===== config.mk =====
export PLATFORM = sky130hd
export DESIGN_NAME = periodic_rate_gen
export DESIGN_NICKNAME = d
export VERILOG_FILES = /design/src/rtl/prg_pkg.sv /design/src/rtl/prg_free_counter.sv /design/src/rtl/prg_boundary_detect.sv /design/src/rtl/prg_flag_reg.sv /design/src/rtl/periodic_rate_gen.sv
export SDC_FILE = /design/constraint.sdc
export NUM_CORES = 1
export LEC_CHECK = 0
export ABC_AREA = 1
export BUFFER_PORTS_ARGS = -buffer_cell sky130_fd_sc_hd__buf_2
export CAP_MARGIN = 20
export CORE_MARGIN = 2
export CORE_UTILIZATION = 48
export DETAILED_ROUTE_END_ITERATION = 16
export HOLD_SLACK_MARGIN = 0.08
export PLACE_DENSITY = 0.78
export SYNTH_ARGS = -nofsm -noshare
export SYNTH_HDL_FRONTEND = slang
export SYNTH_SLANG_ARGS = --single-unit

===== constraint.sdc =====
create_clock -name clk_i -period 2.1 [get_ports clk_i]
set_input_delay 0.42 -clock clk_i [delete_from_list [all_inputs] [get_ports clk_i]]
set_output_delay 0.42 -clock clk_i [all_outputs]
set_load 0.02 [all_outputs]

===== src/rtl/prg_pkg.sv =====
package prg_pkg;

   // Low codes at or below this value are moved up by REMAP_ADD.
   localparam int unsigned REMAP_MAX = 2;
   localparam int unsigned REMAP_ADD = 7;

   // Number of low count bits that must be zero at a boundary for a given code.
   function automatic int unsigned prg_shift(input int unsigned code);
      int unsigned eff;
      eff = code;
      if (code != 0 && code <= REMAP_MAX) eff = code + REMAP_ADD;
      if (eff == 0) return 0;
      return eff - 1;
   endfunction

   // Largest shift over all codes of a given width.
   function automatic int unsigned prg_max_shift(input int unsigned code_w);
      int unsigned m;
      m = 0;
      for (int unsigned c = 1; c < (1 << code_w); c++)
         if (prg_shift(c) > m) m = prg_shift(c);
      return m;
   endfunction

endpackage


===== src/rtl/prg_free_counter.sv =====
module prg_free_counter #(
   parameter int unsigned CNT_W = 15
) (
   input  logic             clk_i,
   input  logic             rst_ni,
   input  logic             tick_i,
   output logic [CNT_W-1:0] cnt_o,
   output logic [CNT_W-1:0] cnt_next_o
);

   initial begin
      if (CNT_W < 2) $error("prg_free_counter: CNT_W must be at least 2");
   end

   assign cnt_next_o = cnt_o + CNT_W'(1);

   always_ff @(posedge clk_i or negedge rst_ni) begin
      if (!rst_ni)     cnt_o <= '0;
      else if (tick_i) cnt_o <= cnt_next_o;
   end

endmodule


===== src/rtl/prg_boundary_detect.sv =====
module prg_boundary_detect
   import prg_pkg::*;
#(
   parameter int unsigned CODE_W = 4,
   parameter int unsigned CNT_W  = 15
) (
   input  logic [CNT_W-1:0]  cnt_next_i,
   input  logic [CODE_W-1:0] rate_i,
   input  logic              tick_i,
   input  logic              pie_en_i,
   output logic              boundary_o
);

   localparam int unsigned NCODES = 1 << CODE_W;

   initial begin
      if (CNT_W <= prg_max_shift(CODE_W))
         $error("prg_boundary_detect: CNT_W too narrow for the longest period");
   end

   logic [NCODES-1:0] hit;

   // One aligned-zero comparator per code, picked by the code below.
   for (genvar c = 0; c < NCODES; c++) begin : g_code
      localparam int unsigned SH = prg_shift(c);
      if (c == 0) begin : g_off
         assign hit[c] = 1'b0;
      end else if (SH == 0) begin : g_every
         assign hit[c] = 1'b1;
      end else begin : g_cmp
         assign hit[c] = (cnt_next_i[SH-1:0] == '0);
      end
   end

   assign boundary_o = tick_i & pie_en_i & hit[rate_i];

endmodule


===== src/rtl/prg_flag_reg.sv =====
module prg_flag_reg #(
   parameter int unsigned N_FLAGS = 2
) (
   input  logic               clk_i,
   input  logic               rst_ni,
   input  logic               set_i,
   input  logic               clr_i,
   output logic [N_FLAGS-1:0] flags_o
);

   initial begin
      if (N_FLAGS < 1) $error("prg_flag_reg: N_FLAGS must be positive");
   end

   // Set has priority so a boundary coinciding with a clear is not lost.
   always_ff @(posedge clk_i or negedge rst_ni) begin
      if (!rst_ni)     flags_o <= '0;
      else if (set_i)  flags_o <= '1;
      else if (clr_i)  flags_o <= '0;
   end

endmodule


===== src/rtl/periodic_rate_gen.sv =====
module periodic_rate_gen
   import prg_pkg::*;
#(
   parameter int unsigned CODE_W = 4,
   parameter int unsigned CNT_W  = 15
) (
   input  logic              clk_i,
   input  logic              rst_ni,
   input  logic              tick_i,
   input  logic [CODE_W-1:0] rate_i,
   input  logic              pie_en_i,
   input  logic              clr_i,
   output logic              pf_o,
   output logic              irqf_o,
   output logic              irq_o
);

   localparam int unsigned N_FLAGS = 2;
   localparam int unsigned PF_BIT  = 0;
   localparam int unsigned IRQ_BIT = 1;

   initial begin
      if (CODE_W < 2 || CODE_W > 8) $error("periodic_rate_gen: CODE_W out of range");
   end

   logic [CNT_W-1:0]   free_cnt;
   logic [CNT_W-1:0]   free_cnt_next;
   logic               boundary;
   logic [N_FLAGS-1:0] flags;

   prg_free_counter #(.CNT_W(CNT_W)) u_cnt (
      .clk_i      (clk_i),
      .rst_ni     (rst_ni),
      .tick_i     (tick_i),
      .cnt_o      (free_cnt),
      .cnt_next_o (free_cnt_next)
   );

   prg_boundary_detect #(.CODE_W(CODE_W), .CNT_W(CNT_W)) u_bnd (
      .cnt_next_i (free_cnt_next),
      .rate_i     (rate_i),
      .tick_i     (tick_i),
      .pie_en_i   (pie_en_i),
      .boundary_o (boundary)
   );

   prg_flag_reg #(.N_FLAGS(N_FLAGS)) u_flags (
      .clk_i   (clk_i),
      .rst_ni  (rst_ni),
      .set_i   (boundary),
      .clr_i   (clr_i),
      .flags_o (flags)
   );

   assign pf_o   = flags[PF_BIT];
   assign irqf_o = flags[IRQ_BIT];
   assign irq_o  = flags[IRQ_BIT];

endmodule


**Yosys cells after proc, flatten, opt, wreduce, memory -nomap -nowiden**

Index checks and enable logic that the tools add are counted.
W data, S select, Z words.

- Reductions and logical operators: 14
- Add/subtract/negate cells: 1
- $lt $le $gt $ge: 1
- Multiplexer cells: 4
- Bitwise gates (word level): 2

Operators with widths:

| kind | number |
|---|---|
| $add A15 B1 Y15 const B | 1 |
| $logic_not A14 Y1 | 1 |
| $logic_not A13 Y1 | 1 |
| $logic_not A12 Y1 | 1 |
| $logic_not A11 Y1 | 1 |
| $logic_not A10 Y1 | 1 |
| $logic_not A9 Y1 | 1 |
| $logic_not A8 Y1 | 1 |
| $logic_not A7 Y1 | 1 |
| $logic_not A6 Y1 | 1 |
| $logic_not A5 Y1 | 1 |
| $lt A4 B5 Y1 const B | 1 |
| $bmux W1 S4 | 1 |
| $logic_not A4 Y1 | 1 |
| $mux W2 | 2 |
| $logic_not A3 Y1 | 1 |
| $and A1 B1 Y1 | 2 |
| $logic_not A2 Y1 | 1 |
| $reduce_bool A2 Y1 | 1 |
| $mux W1 | 1 |

- Register bits after elaboration: 17

**Logic depth before layout (Yosys ltp)**

Gate-level depths: netlist of run 1.

- Depth after elaboration: 6
- Depth in mapped cells: 15

**Cells and area by module**

Synthesis of run 1 repeated with hierarchy kept, for this count alone.

- Cells, all modules: 193
- Area, all modules: 1257.5 µm²

By module, submodules not included:

| module | area each (µm²) | sequential area each (µm²) | cells each | instances |
|---|---|---|---|---|
| prg_free_counter | 959.7 | 375.4 | 131 | 1 |
| prg_boundary_detect | 242.7 | 0.0 | 55 | 1 |
| prg_flag_reg | 47.5 | 25.0 | 6 | 1 |
| periodic_rate_gen | 7.5 | 0.0 | 1 | 1 |

**Worst setup path after synthesis of run 1**

OpenSTA, ideal clock, no wires.

- Path kind: register to register
- From: register u_cnt.cnt_o[0]
- To: register u_flags.flags_o[0]
- Path slack: 0.473 ns
- Buffers on the path: 0
- Period minus slack after synthesis: 1.627 ns
- Stages on the path, launching flop included: 14
- Arrival time: 1.510 ns
- Cells stage by stage: dfrtp_1 -> ha_1 -> nand2_1 -> nor2_2 -> nand3_1 -> nand2_1 -> nor2_1 -> and2_1 -> nand2_1 -> nor2_1 -> nand2_1 -> nand2_1 -> nand3_1 -> nand2_1

- Longest elaborated chain between the ends: 6
- Elaborated cells between the ends (all ways): 19
- Classes of those cells: add/sub: 1; mux: 3; bitwise: 1; reduce/logical: 14

Ends and longest elaborated chain:

| what | RTL line | source |
|---|---|---|
| start: declaration | prg_free_counter.sv:7 | `output logic [CNT_W-1:0] cnt_o,` |
| start signal: assignment | prg_free_counter.sv:19 | `else if (tick_i) cnt_o <= cnt_next_o;` |
| $add A15 B1 Y15 (*) | prg_free_counter.sv:15 | `assign cnt_next_o = cnt_o + CNT_W'(1);` |
| $logic_not A14 Y1, or another cell as far along | prg_boundary_detect.sv:31 | `assign hit[c] = (cnt_next_i[SH-1:0] == '0);` |
| $bmux W1 S4 (*) | prg_boundary_detect.sv:35 | `assign boundary_o = tick_i & pie_en_i & hit[rate_i];` |
| $mux W1 (implied by the code) (*) | prg_boundary_detect.sv:35 |  |
| $and A1 B1 Y1 (*) | prg_boundary_detect.sv:35 |  |
| $mux W2 or $reduce_bool A2 Y1 (tied branches) | n/a |  |
| end signal: assignment | prg_flag_reg.sv:17 | `if (!rst_ni) flags_o <= '0;` |
| end signal: assignment | prg_flag_reg.sv:18 | `else if (set_i) flags_o <= '1;` |
| end signal: assignment | prg_flag_reg.sv:19 | `else if (clr_i) flags_o <= '0;` |
| end: declaration | prg_flag_reg.sv:8 | `output logic [N_FLAGS-1:0] flags_o` |

Every way passes the cells marked *; elsewhere a longest branch is shown, timed or not. The select of a mux whose other input is x is not followed.
A chain may end at the register's enable or synchronous reset.

**Worst setup path after layout of run 1**

Same ends and word-level chain as after synthesis.

==> flow_metrics.tcl, run 1 <==
set metrics [dict create \
    first_pass_iters 4 \
    utilization_pct 55.1 \
    htreeDepth 1 \
    endpoint_kind "flop" \
    synth-seq-area-share_pct 33.9 \
    syn_area_per_cell_um2 6.25 \
    globalRouteOverflowTotal 0 \
    min_period_ns 1.82 \
    die_width_um 52.0 \
    arrival_ns 2.02 \
    ant_nets 0 \
    worstSetupStartpointType "flop" \
    vias 1110 \
    skew_ns 0.00191 \
    clock_sinks 15 \
    maxSlewHeadroom_pct 73.8 \
    r2r_end "u_flags.flags_o[0]$_DFFE_PN0P_" \
    critPathMaxStageDelay_ns 0.45 \
    r2r_slack_ns 0.28 \
    antenna_found_initial 0 \
    met3_usage_pct 5.17 \
    fin_nets 200 \
    area_delta_synth_final_pct 9.05 \
    finalCritPeriodShare_pct 86.7 \
    fin_hold_ws_ns 0.342 \
    crit_chain "ha_1, nand2_1, nor2_2, nand3_1, nand2_1, nor2_1, and2_1, nand2_1, nor2_1, nand2_1, nand2_1, nand3_1, nand2_1" \
    routed_wl_um 2320 \
    n_antenna_cell 0 \
    grtUsageMet2_pct 34.2 \
    cts_setup_buffers 0 \
    syn_inst 177 \
    grt_usage_pct 20.9 \
    vias_per_cell 5.14 \
    chipHeight_um 52.0 \
    fillers 229 \
    r2r_cells 13 \
    hold_viol_final 0 \
    top_usage_layer "met2" \
    hold_path_end "u_flags.flags_o[0]$_DFFE_PN0P_" \
    rsz0062_at_grt "no" \
    hold_path.class "in2reg" \
    start_util_pct 50.5 \
    cts_tree "built" \
    whs_path_depth 4 \
    maxCapViolations 0 \
    power_density_nw_per_um2 859 \
    tightest_slew_ns 0.393 \
    placed_area_um2 1170 \
    io_pins 12 \
    grt_pass1_vias 997 \
    first_iter_violations 33 \
    syn-num-nets 188 \
    leakage_nw 0.619 \
    synth-seq-cells 15 \
    cpMaxStageDelayCell "dfrtp_1" \
    met1_usage_pct 26.2 \
    io_buffers 11 \
    routedWlPerCell_um 10.7 \
    fmax_mhz 549 \
    dp_hpwl_um 1820 \
    setup.worst_path.class "reg2reg" \
    hold_start "clr_i" \
    stdcell_area_um2 1210 \
    grt_start_max_net_pins 26 \
    die_area_um2 2700 \
    setup-tns-final_ns 0 \
    r2r-start "u_cnt.cnt_o[0]$_DFFE_PN0P_" \
    insertion_delay_ns 0.30 \
    core_area_um2 2190 \
    drc 0 \
    grt_pass1_wl_um 4130 \
    row_count 17 \
    yosys_warnings 0 \
    place_congestion 0.840 \
    status "finished, final reports clean" \
    cts.clk_slew.worst_paths_ns 0.09 \
    ys_types 20 \
    cts-buffers-inserted 3 \
    setup_viol 0 \
    crit_required_ns 2.30 \
    clock-root-buffer "clkbuf_4" \
    cpMostUsedCell "nand2_1" \
    drv_slew 0 \
    peakVddDrop_mv 0.579 \
    clk_path_buf_depth 2 \
    cp_max_fo 5 \
    drive_above_1_share_pct 10.6 \
    syn-cell-area_um2 1110 \
]
per-stage QoR:
stage,setup slack [ns],power (W),instances
4_1_cts,0.273,0.00105,216
3_3_place_gp,0.377,0.000850,211
6_report,0.278,0.00104,216
2_1_floorplan,0.473,0.000765,177
3_5_place_dp,0.294,0.000866,211
5_1_grt,0.118,0.00114,216
report_power, final:
part | internal, W | switching [W] | leakage, nW
sequential | 0.000367 | 0.0000986 | 0.195
clock | 0.0000743 | 0.000102 | 0.0150
combinational | 0.000146 | 0.000248 | 0.409
total | 0.000588 | 0.000448 | 0.619
critical path, delay by kind of cell (launching register included):
family	cells	cell delay, ns
flops	1	0.45
fa+ha+maj	1	0.25
simple gates	12	1.04
what timing repair did:
item                      4_1_cts  5_1_grt
gates resized for setup         0        0
hold endpoints to repair       15        0
hold buffers                    1        0
placed cells by master, fill, tap and decap left out:
master,n
dlygate4sd3_1,1
dfrtp_1,15
clkbuf_1,1
nor2_1,13
nand4_1,5
o21ai_0,15
nor2_4,1
clkbuf_4,3
ha_1,2
nand2_1,62
nor2_2,3
inv_1,26
buf_2,11
nand3_1,18
xor2_1,1
nand3_2,1
nand2_2,1
and2_1,1
clkinv_1,1
xnor2_1,1
a21oi_1,3
o21ai_1,3
per-layer routing:
| layer | up-vias | part of all wire [%] |
|---|---|---|
| li1 | 577 | - |
| met1 | 510 | 46 |
| met2 | 18 | 49 |
| met3 | 5 | 3.4 |
| met4 | 0 | 1.7 |
| met5 | - | 0 |
cells by family after synthesis:
logic type | count (synthesis) | share of synthesized area [%]
adders and majority gates | 2 | 2.26
buffers and inverters | 32 | 11.5
and+or+nand+nor | 105 | 41.2
AOI/OAI and AO/OA | 21 | 9.50
xor gates and xnor gates | 2 | 1.58
DFF | 15 | 33.9
state kept, by name (all words and copies together), names as in the netlist:
| name | cells |
|---|---|
| u_cnt.cnt_o | 14 |
| u_flags.flags_o | 1 |
synth_stat cells:
library cell,count,area (um2)
nand2_1,62,233
inv_1,26,97.6
nand3_1,18,90.1
dfrtp_1,15,375
o21ai_0,15,75.1
nor2_1,13,48.8
nand4_1,5,31.3
a21oi_1,3,15.0
clkbuf_1,3,11.3
nor2_2,3,18.8
o21ai_1,3,15.0
buf_4,2,15.0
ha_1,2,25.0
and2_1,1,6.26
clkinv_1,1,3.75
nand2_2,1,6.26
nand3_2,1,10.0
nor2_4,1,11.3
xnor2_1,1,8.76
xor2_1,1,8.76
how the worst max path moves through the flow:
stage,slack [ns],end,from,cells past startpoint
after floorplan,0.47,u_flags.flags_o[0]$_DFFE_PN0P_,u_cnt.cnt_o[0]$_DFFE_PN0P_,13
after global placement,0.38,u_flags.flags_o[0]$_DFFE_PN0P_,u_cnt.cnt_o[0]$_DFFE_PN0P_,13
after detailed placement,0.29,u_flags.flags_o[0]$_DFFE_PN0P_,u_cnt.cnt_o[0]$_DFFE_PN0P_,13
after CTS,0.27,u_flags.flags_o[0]$_DFFE_PN0P_,u_cnt.cnt_o[0]$_DFFE_PN0P_,13
after global routing,0.12,u_flags.flags_o[0]$_DFFE_PN0P_,u_cnt.cnt_o[0]$_DFFE_PN0P_,14
final,0.28,u_flags.flags_o[0]$_DFFE_PN0P_,u_cnt.cnt_o[0]$_DFFE_PN0P_,13
area by class of cell:
| type | count | area, um2 | share of cell area (%) |
|---|---|---|---|
| flip-flops and latches | 15 | 375 | 31.1 |
| clock buffers | 4 | 26.3 | 2.18 |
| multi-input cells | 130 | 603 | 50.0 |
| repair buffers | 12 | 65.1 | 5.39 |
| well taps | 28 | 35.0 | 2.90 |
| inverters | 27 | 101 | 8.40 |
(Power assumes the default switching activity.)
==> run 2: changes to the inputs <==
- ABC_AREA: 1 -> unset
==> flow_metrics.tcl, run 2 <==
set metrics [dict create \
    clock-root-buffer "clkbuf_4" \
    rsz0062_at_grt "no" \
    clk_path_buf_depth 2 \
    row_count 17 \
    synth_area_leaders "dfrtp_1 35%, xnor2_1 11%, nand2_1 4.5%, xor2_1 4.1%, buf_4 3.5%" \
    routed.top_layer "met4" \
    final.setup.worst_slack_ns 0.117 \
    vias 908 \
    regMostFlops "u_cnt.cnt_o" \
    synthTopCellsByCount "15 x dfrtp_1, 14 x xnor2_1, 13 x nand2_1, 8 x nor2_1, 6 x nand4_1" \
    maxSlewHeadroom_pct 78.3 \
    peakVddDrop_mv 0.605 \
    core_area_um2 2170 \
    grt_pass1_vias 833 \
    n_antenna_cell 0 \
    routedLengthMet1_um 981 \
    start_util_pct 49.8 \
    clock_sinks 15 \
    synth_top_cell_by_area "dfrtp_1" \
    die_width_um 51.5 \
    htreeDepth 1 \
    finalCritPeriodShare_pct 94.4 \
    synth-async-reset-ratio_pct 100 \
    cts-buffers-inserted 3 \
    synth_edf_count 0 \
    fin_nets 141 \
    io_pins 12 \
    insertion_delay_ns 0.27 \
    endpoint_kind "flop" \
    cts_tree "built" \
    cp_max_fo 8 \
    place_congestion 0.831 \
    multi_input_area_um2 646 \
    worstSetupStartpointType "flop" \
    leakage_nw 0.496 \
    ff_latch_area_um2 375 \
    area_delta_synth_final_pct 9.26 \
    globalRouteOverflowTotal 0 \
    reg.largest.list "u_cnt.cnt_o: 14 flops, u_flags.flags_o: 1 flops" \
    mostFrequentLayoutCells "15 x dfrtp_1, 14 x xnor2_1, 13 x nand2_1, 11 x buf_2, 8 x nor2_1" \
    syn_area_per_cell_um2 9.16 \
    syn_inst 118 \
    antenna_found_initial 0 \
    route.met2.wl_um 1060 \
    chipHeight_um 51.5 \
    syn-cell-area_um2 1080 \
    hold_path.class "in2reg" \
    grt_start_max_net_pins 16 \
    synth-seq-cells 15 \
    routedWlPerCell_um 13.7 \
    first_pass_iters 4 \
    setup.worst_path.class "reg2reg" \
    hold_viol_final 0 \
    cts_setup_buffers 0 \
    maxCapViolations 0 \
    first_iter_violations 30 \
    status "finished, final reports clean" \
    grt_pass1_wl_um 3720 \
    wl_met3_um 94 \
    ant_nets 0 \
    vias_per_cell 5.78 \
    synth_ff_type "dfrtp_1" \
    cts.clk_slew.worst_paths_ns 0.09 \
    grt_usage_pct 18.7 \
    io_buffers 11 \
    synth-seq-area-share_pct 34.7 \
    dp_hpwl_um 1640 \
    mostFrequentLayoutCell "dfrtp_1" \
    skew_ns 0.00315 \
    min_period_ns 1.98 \
    setup_viol 0 \
    fin_hold_ws_ns 0.452 \
    setup-tns-final_ns 0 \
    power_density_nw_per_um2 902 \
    largest_reg_flops 14 \
    dp_slack_ns 0.0954 \
    drc 0 \
    fmax_mhz 504 \
    yosys_warnings 0 \
    crit_required_ns 2.28 \
    routed_wl_um 2160 \
    drive_above_1_share_pct 20.2 \
    arrival_ns 2.16 \
    synth_most_common_cell "dfrtp_1" \
    synth_top_area_share_pct 34.7 \
    fillers 191 \
    die_area_um2 2650 \
    syn-num-nets 129 \
    ys_types 43 \
    tightest_slew_ns 0.323 \
    drv_slew 0 \
]
run 2: cell types whose count changed after synthesis, moves of 3 or more:
| cell | delta |
|---|---|
| nand3_1 | -16 |
| xor2_1 | +4 |
| buf_4 | +3 |
| xnor2_1 | +13 |
| a31oi_1 | +4 |
| nor2_1 | -5 |
| nor3_1 | +3 |
| inv_1 | -23 |
| nand2_1 | -49 |
| o21ai_0 | -12 |
run 2: path summary, 6_finish.rpt:
check                                       startpoint                              to  slack (ns)  cells after the start
setup / recovery            u_cnt.cnt_o[0]$_DFFE_PN0P_  u_flags.flags_o[0]$_DFFE_PN0P_        0.12                      7
hold / removal                                   clr_i  u_flags.flags_o[0]$_DFFE_PN0P_        0.45                      3
setup reg to reg            u_cnt.cnt_o[0]$_DFFE_PN0P_  u_flags.flags_o[0]$_DFFE_PN0P_        0.12                      7
hold reg to reg            u_cnt.cnt_o[13]$_DFFE_PN0P_     u_cnt.cnt_o[13]$_DFFE_PN0P_        0.52                      1
max in group asynchronous                       rst_ni      u_cnt.cnt_o[5]$_DFFE_PN0P_        1.29                      2
min in group asynchronous                       rst_ni  u_flags.flags_o[0]$_DFFE_PN0P_        0.56                      2
run 2: per-stage QoR:
stage | instance area (um2) | util (%) | power (W) | cells
after detailed placement | 1140 | 52.4 | 0.000891 | 152
after global placement | 1140 | 52.4 | 0.000869 | 152
after floorplan | 1080 | - | 0.000786 | 118
final | 1180 | 54.4 | 0.00107 | 157
after CTS | 1170 | 54.0 | 0.00106 | 157
after global routing | 1180 | 54.4 | 0.00115 | 157
run 2: final cells by class:
class / instances / area share [%]
clock buffers: 4 / 2.22
inverters: 3 / 0.953
flip-flops and latches: 15 / 31.8
multi-input cells: 92 / 54.7
well taps: 28 / 2.97
repair buffers: 15 / 7.42
run 2: cells by family (layout without fill, tap and decap cells):
kind of cell | Yosys count | in the layout | share of synthesized area, %
and+or+nand+nor | 50 | 50 | 26.5
AOI/OAI and AO/OA | 20 | 20 | 13.7
xor gates and xnor gates | 19 | 19 | 15.4
DFF | 15 | 15 | 34.7
buffers and inverters | 11 | 22 | 6.37
adders and majority gates | 2 | 2 | 2.31
muxes | 1 | 1 | 1.04
run 2: report_power, final:
part / switching, W / internal (W)
clock network: 0.0000858 / 0.0000735
logic: 0.000231 / 0.000196
registers: 0.000122 / 0.000357
total: 0.000439 / 0.000626
run 2: per-layer routing:
layer,GRT usage [%],vias up
li1,-,443
met1,24.5,438
met2,31.0,23
met3,3.51,4
met4,6.14,0
met5,0,-
run 2: worst max-delay path, cell delays in order, from the launching register on:
cell	delay, ns
dfrtp_1	0.47
ha_2	0.30
and2_1	0.20
o21ai_0	0.12
a221oi_1	0.31
a31oi_1	0.08
o32a_1	0.36
o41ai_2	0.05
run 2: repair_timing:
action,CTS,global route
hold buffers,1,0
resized for setup,0,2
hold endpoints to repair,15,0
endpoints found under the setup margin,0,1
